`src/rtl/mstby_pkg.sv`:
```
package mstby_pkg;

    typedef enum logic [2:0] {
        ST_PWRUP,
        ST_ACTIVE,
        ST_SR_CMD,
        ST_INACT_HOLD,
        ST_STANDBY,
        ST_EXIT_PREP,
        ST_ACT_HOLD
    } seq_state_e;

    // Whole controller cycles covering a time span, rounded up, never below one.
    function automatic int ceil_cycles(input int span_ps, input int period_ps);
        int c;
        c = (span_ps + period_ps - 1) / period_ps;
        return (c < 1) ? 1 : c;
    endfunction

    function automatic int max2(input int a, input int b);
        return (a > b) ? a : b;
    endfunction

endpackage

```
`src/rtl/mstby_win_timer.sv`:
```
module mstby_win_timer #(
    parameter int CNT_W = 4
) (
    input  logic             clk,
    input  logic             rst_n,
    input  logic             load_i,
    input  logic [CNT_W-1:0] load_val_i,
    output logic             zero_o
);

    logic [CNT_W-1:0] cnt_q;

    always_ff @(posedge clk or negedge rst_n) begin
        if (!rst_n) begin
            cnt_q <= '0;
        end else if (load_i) begin
            cnt_q <= load_val_i;
        end else if (cnt_q != '0) begin
            cnt_q <= cnt_q - 1'b1;
        end
    end

    assign zero_o = (cnt_q == '0);

endmodule

```
`src/rtl/mstby_fsm.sv`:
```
module mstby_fsm
    import mstby_pkg::*;
(
    input  logic       clk,
    input  logic       rst_n,
    input  logic       clk_stable_i,
    input  logic       enter_req_i,
    input  logic       exit_req_i,
    input  logic       win_zero_i,
    output seq_state_e state_q_o,
    output seq_state_e state_d_o,
    output logic       win_load_o,
    output logic       win_sel_act_o
);

    seq_state_e state_q;
    seq_state_e state_d;

    always_ff @(posedge clk or negedge rst_n) begin
        if (!rst_n) begin
            state_q <= ST_PWRUP;
        end else begin
            state_q <= state_d;
        end
    end

    always_comb begin
        state_d = state_q;
        unique case (state_q)
            ST_PWRUP:      if (clk_stable_i) state_d = ST_ACT_HOLD;
            ST_ACTIVE:     if (enter_req_i)  state_d = ST_SR_CMD;
            ST_SR_CMD:                       state_d = ST_INACT_HOLD;
            ST_INACT_HOLD: if (win_zero_i)   state_d = ST_STANDBY;
            ST_STANDBY:    if (exit_req_i)   state_d = ST_EXIT_PREP;
            ST_EXIT_PREP:                    state_d = ST_ACT_HOLD;
            ST_ACT_HOLD:   if (win_zero_i)   state_d = ST_ACTIVE;
            default:                         state_d = ST_PWRUP;
        endcase
    end

    // The window counter is armed on the edge that enters a hold state.
    always_comb begin
        win_load_o    = 1'b0;
        win_sel_act_o = 1'b0;
        if ((state_d == ST_INACT_HOLD) && (state_q != ST_INACT_HOLD)) begin
            win_load_o = 1'b1;
        end
        if ((state_d == ST_ACT_HOLD) && (state_q != ST_ACT_HOLD)) begin
            win_load_o    = 1'b1;
            win_sel_act_o = 1'b1;
        end
    end

    assign state_q_o = state_q;
    assign state_d_o = state_d;

endmodule

```
`src/rtl/mstby_out_stage.sv`:
```
module mstby_out_stage
    import mstby_pkg::*;
#(
    parameter int              CA_W   = 14,
    parameter logic [CA_W-1:0] SR_CMD = '1
) (
    input  logic            clk,
    input  logic            rst_n,
    input  seq_state_e      state_q_i,
    input  seq_state_e      state_d_i,
    input  logic [CA_W-1:0] host_ca_i,
    output logic [CA_W-1:0] ca_o,
    output logic            ca_oe_o,
    output logic            mclk_en_o,
    output logic            reg_rst_n_o,
    output logic            enter_ack_o,
    output logic            exit_ack_o
);

    logic [CA_W-1:0] ca_d;
    logic            oe_d;
    logic            ck_d;
    logic            rr_d;
    logic            ena_d;
    logic            exa_d;

    // Pin values decoded from the upcoming state, registered below so the
    // reset and clock-enable paths leave the block glitch-free.
    always_comb begin
        ca_d = '0;
        oe_d = 1'b1;
        ck_d = 1'b1;
        rr_d = 1'b0;
        unique case (state_d_i)
            ST_PWRUP:      rr_d = 1'b0;
            ST_ACTIVE:     begin rr_d = 1'b1; ca_d = host_ca_i; end
            ST_SR_CMD:     begin rr_d = 1'b1; ca_d = SR_CMD;    end
            ST_INACT_HOLD: rr_d = 1'b0;
            ST_STANDBY:    begin oe_d = 1'b0; ck_d = 1'b0;      end
            ST_EXIT_PREP:  rr_d = 1'b0;
            ST_ACT_HOLD:   rr_d = 1'b1;
            default:       rr_d = 1'b0;
        endcase
        ena_d = (state_d_i == ST_STANDBY) && (state_q_i == ST_INACT_HOLD);
        exa_d = (state_d_i == ST_ACTIVE)  && (state_q_i == ST_ACT_HOLD);
    end

    always_ff @(posedge clk or negedge rst_n) begin
        if (!rst_n) begin
            ca_o        <= '0;
            ca_oe_o     <= 1'b1;
            mclk_en_o   <= 1'b1;
            reg_rst_n_o <= 1'b0;
            enter_ack_o <= 1'b0;
            exit_ack_o  <= 1'b0;
        end else begin
            ca_o        <= ca_d;
            ca_oe_o     <= oe_d;
            mclk_en_o   <= ck_d;
            reg_rst_n_o <= rr_d;
            enter_ack_o <= ena_d;
            exit_ack_o  <= exa_d;
        end
    end

endmodule

```
`src/rtl/mstby_seq.sv`:
```
module mstby_seq
    import mstby_pkg::*;
#(
    parameter int              CA_W          = 14,
    parameter logic [CA_W-1:0] SR_CMD        = 14'h0A5,
    parameter int              T_INACT_PS    = 22000,
    parameter int              T_ACT_PS      = 22000,
    parameter int              CLK_PERIOD_PS = 5000
) (
    input  logic            clk,
    input  logic            rst_n,
    input  logic            clk_stable_i,
    input  logic            enter_req_i,
    input  logic            exit_req_i,
    input  logic [CA_W-1:0] host_ca_i,
    output logic [CA_W-1:0] ca_o,
    output logic            ca_oe_o,
    output logic            mclk_en_o,
    output logic            reg_rst_n_o,
    output logic            enter_ack_o,
    output logic            exit_ack_o
);

    localparam int INACT_CYC = ceil_cycles(T_INACT_PS, CLK_PERIOD_PS);
    localparam int ACT_CYC   = ceil_cycles(T_ACT_PS, CLK_PERIOD_PS);
    localparam int CNT_W     = $clog2(max2(INACT_CYC, ACT_CYC) + 1);
    localparam logic [CNT_W-1:0] INACT_LD = CNT_W'(INACT_CYC - 1);
    localparam logic [CNT_W-1:0] ACT_LD   = CNT_W'(ACT_CYC - 1);

    seq_state_e state_q;
    seq_state_e state_d;
    logic       win_load;
    logic       win_sel_act;
    logic       win_zero;

    mstby_fsm u_fsm (
        .clk           (clk),
        .rst_n         (rst_n),
        .clk_stable_i  (clk_stable_i),
        .enter_req_i   (enter_req_i),
        .exit_req_i    (exit_req_i),
        .win_zero_i    (win_zero),
        .state_q_o     (state_q),
        .state_d_o     (state_d),
        .win_load_o    (win_load),
        .win_sel_act_o (win_sel_act)
    );

    mstby_win_timer #(
        .CNT_W (CNT_W)
    ) u_timer (
        .clk        (clk),
        .rst_n      (rst_n),
        .load_i     (win_load),
        .load_val_i (win_sel_act ? ACT_LD : INACT_LD),
        .zero_o     (win_zero)
    );

    mstby_out_stage #(
        .CA_W   (CA_W),
        .SR_CMD (SR_CMD)
    ) u_out (
        .clk         (clk),
        .rst_n       (rst_n),
        .state_q_i   (state_q),
        .state_d_i   (state_d),
        .host_ca_i   (host_ca_i),
        .ca_o        (ca_o),
        .ca_oe_o     (ca_oe_o),
        .mclk_en_o   (mclk_en_o),
        .reg_rst_n_o (reg_rst_n_o),
        .enter_ack_o (enter_ack_o),
        .exit_ack_o  (exit_ack_o)
    );

endmodule

```
`config.mk`:
```
export PLATFORM = sky130hd
export DESIGN_NAME = mstby_seq
export DESIGN_NICKNAME = d
export VERILOG_FILES = /design/src/rtl/mstby_pkg.sv /design/src/rtl/mstby_win_timer.sv /design/src/rtl/mstby_fsm.sv /design/src/rtl/mstby_out_stage.sv /design/src/rtl/mstby_seq.sv
export SDC_FILE = /design/constraint.sdc
export NUM_CORES = 1
export LEC_CHECK = 0
export CORE_ASPECT_RATIO = 1.2
export CORE_MARGIN = 2
export CORE_UTILIZATION = 44
export DETAILED_ROUTE_END_ITERATION = 12
export PLACE_DENSITY = 0.89
export SYNTH_ARGS = -nofsm -noshare
export SYNTH_HDL_FRONTEND = slang
export SYNTH_SLANG_ARGS = --single-unit
```
`constraint.sdc`:
```
create_clock -name clk -period 2.1 [get_ports clk]
set_input_delay 0.63 -clock clk [delete_from_list [all_inputs] [get_ports clk]]
set_output_delay 0.63 -clock clk [all_outputs]
set_load 0.02 [all_outputs]
```
==> metrics.yaml <==
tightest_slew_ns: 0.394
dieArea_um2: 2910
worstHoldStart: "u_timer.cnt_q[2]$_DFFE_PN0P_"
tns_ns: 0
start_util_pct: 47.2
grt_max_degree: 25
rrSetupSlack_ns: 0.24
routabilityCongestion: 0.839
synthFlopType: "dfrtp_1"
fin_crit_ns: 1.90
routed_wl_um: 2250
r2r_start: "u_timer.cnt_q[1]$_DFFE_PN0P_"
cts_setup_buffers: 0
r2r-end: "u_out.ca_o[7]$_DFF_PN0_"
final_area_um2: 1540
grt_pass1_vias: 826
leakagePower_uw: 0.000696
crit_type: "flip-flop to primary output"
cp.required_ns: 1.47
yosys-top-cells-area: "dfrtp_1 52%, nor3b_1 6.8%, inv_1 4.1%"
cp_cell_sequence: "clkdlybuf4s50_1"
slowest_delay_ns: 0.61
synthCells: 92
use_met1_pct: 17.0
cts_tree: "built"
synth_top_area_share_pct: 52.4
ant_nets: 0
clk_path_buf_depth: 2
critPathLaunchType: "flip-flop"
async_flop_share_pct: 100
hpwlAfterDp_um: 1770
fp-row-count: 19
wire_per_inst_um: 14.0
hold_path.class: "flip-flop to flip-flop"
drtIter0Drc: 15
num_io_pins: 38
drcViolationCount: 0
fmax_mhz: 526
vias: 787
syn_nets: 113
yosys.cell_types.count: 30
finalCritPeriodShare_pct: 90.5
powerDensity_nw_per_um2: 1420
grt_pass1_wl_um: 3570
maxCapViolCount: 0
whs_ns: 0.543
finalHoldViolCount: 0
crit_fanout: 1
grt_use_total_pct: 16.6
clockRootBuffer: "clkbuf_4"
arrival_ns: 1.27
die_w_um: 49.6
cts_made_buffers: 3
crit_family: "buffers and inverters"
setup_viol: 0
grt.busiest_layer: "met2"
synth_edf_count: 0
synth_common_cells: "23 x dfrtp_1, 12 x inv_1, 10 x nor3b_1, 7 x nor2_1, 4 x o31ai_1"
clkSinkCount: 24
area_growth_pct: 39.7
die_y_um: 58.7
nFillCells: 190
slowest_stage: "clkdlybuf4s50_1"
nets: 152
drt_first_pass_iters: 4
synth_warnings: 0
crit_path_end_kind: "primary output"
multi_input_area_um2: 395
peakVddDrop_mv: 0.720
rsz0062_at_grt: "no"
hold_path_depth: 1
port_buffers: 37
ctsHoldBuffers: 0
ys_ff_latch: 24
ys_seq_area_share_pct: 54.8
drive_gt1_share_pct: 14.6
gr-usage-met3_pct: 3.05
use_met2_pct: 32.0
syn_avg_cell_area_um2: 11.9
clk_pin_slew_worst_paths_ns: 0.13
status: "finished clean"
grt_overflow: 0
place_area_um2: 1480
regArea_um2: 602
htree_num_levels: 1
routed_via_density: 4.89
critPathBufInv: 1
slew_headroom_pct: 73.7
antenna_found_initial: 0
clock_skew_ns: 0.00597
core_area_um2: 2330
diodes: 0
yosys.area.top_type: "dfrtp_1"
slew_viol_final: 0
hold_end: "u_timer.cnt_q[2]$_DFFE_PN0P_"
synth_area_um2: 1100
post-synth-top-count-cell: "dfrtp_1"
r2r_cells: 7
insertion_delay_ns: 0.31
worst max path at each step:
stage | depth (start not counted) | slack [ns] | to | start
after global routing | 7 | 0.07 | u_out.ca_o[0]$_DFF_PN0_ | u_timer.cnt_q[1]$_DFFE_PN0P_
after CTS | 1 | 0.002 | mclk_en_o | u_out.ca_oe_o$_DFF_PN1_
final | 1 | 0.20 | reg_rst_n_o | u_out.reg_rst_n_o$_DFF_PN0_
after global placement | 5 | 0.11 | u_out.ca_o[5]$_DFF_PN0_ | enter_req_i
after floorplan | 8 | 0.31 | u_out.reg_rst_n_o$_DFF_PN0_ | u_timer.cnt_q[0]$_DFFE_PN0P_
after detailed placement | 5 | 0.06 | u_out.ca_o[7]$_DFF_PN0_ | enter_req_i
state kept, by name, indices dropped and copies added, names as in the netlist:
name / cells
u_out.ca_o: 14
u_fsm.state_q_o: 3
u_timer.cnt_q: 3
u_out.ca_oe_o: 1
u_out.enter_ack_o: 1
u_out.exit_ack_o: 1
u_out.reg_rst_n_o: 1
report_power, final:
part / internal (uW) / leakage, uW / switching, uW
registers: 619 / 0.000313 / 127
logic: 526 / 0.000355 / 578
clock network: 193 / 0.0000279 / 134
through the flow:
| stage | utilization [%] | std cells | total power (uW) | setup slack (ns) |
|---|---|---|---|---|
| floorplan | - | 92 | 1520 | 0.312 |
| global placement | 63.5 | 157 | 1810 | 0.114 |
| detailed placement | 63.5 | 157 | 1870 | 0.0641 |
| CTS | 65.7 | 161 | 2190 | 0.00215 |
| global route | 65.9 | 161 | 2330 | 0.0720 |
| finish | 65.9 | 161 | 2180 | 0.201 |
final cells by class:
| type | instances | area share [%] |
|---|---|---|
| timing repair buffer | 41 | 26.2 |
| tap | 31 | 2.53 |
| multi-input combinational | 49 | 25.8 |
| sequential | 24 | 39.2 |
| clock buffer | 3 | 1.47 |
| clock inverter | 1 | 1.96 |
| inverter | 12 | 2.93 |
per-layer routing:
metal | routed length [um] | vias up
li1 | - | 387
met1 | 850 | 380
met2 | 1320 | 20
met3 | 80 | 0
met4 | 0 | 0
met5 | 0 | -
cells in the final DEF, fill, tap and decap left out, types with 2 or more instances in the layout:
| master | instances |
|---|---|
| a21oi_1 | 2 |
| buf_4 | 4 |
| clkbuf_4 | 3 |
| clkdlybuf4s50_1 | 35 |
| dfrtp_1 | 23 |
| inv_1 | 12 |
| mux2i_1 | 2 |
| nand2_1 | 2 |
| nand2b_1 | 3 |
| nor2_1 | 7 |
| nor3b_1 | 10 |
| o31ai_1 | 4 |
| or2_2 | 2 |
cell families (layout without fill, tap and decap cells):
family                     Yosys count  count (layout)  share of synthesized area (%)
DFF                                 24              24                           54.8
AOI/OAI and AO/OA                   14              14                           12.4
adders and majority gates            3               3                           3.19
and+or+nand+nor                     29              29                           17.5
muxes                                2               2                           1.82
buffers and inverters               19              57                           9.45
xor gates and xnor gates             1               1                          0.797
what timing repair did:
| action | 4_1_cts | 5_1_grt |
|---|---|---|
| resized for setup | 1 | 2 |
| endpoints found under the hold margin | 0 | 0 |
| endpoints found under the setup margin | 2 | 4 |
No activity file was read; power rests on OpenSTA's default activity.
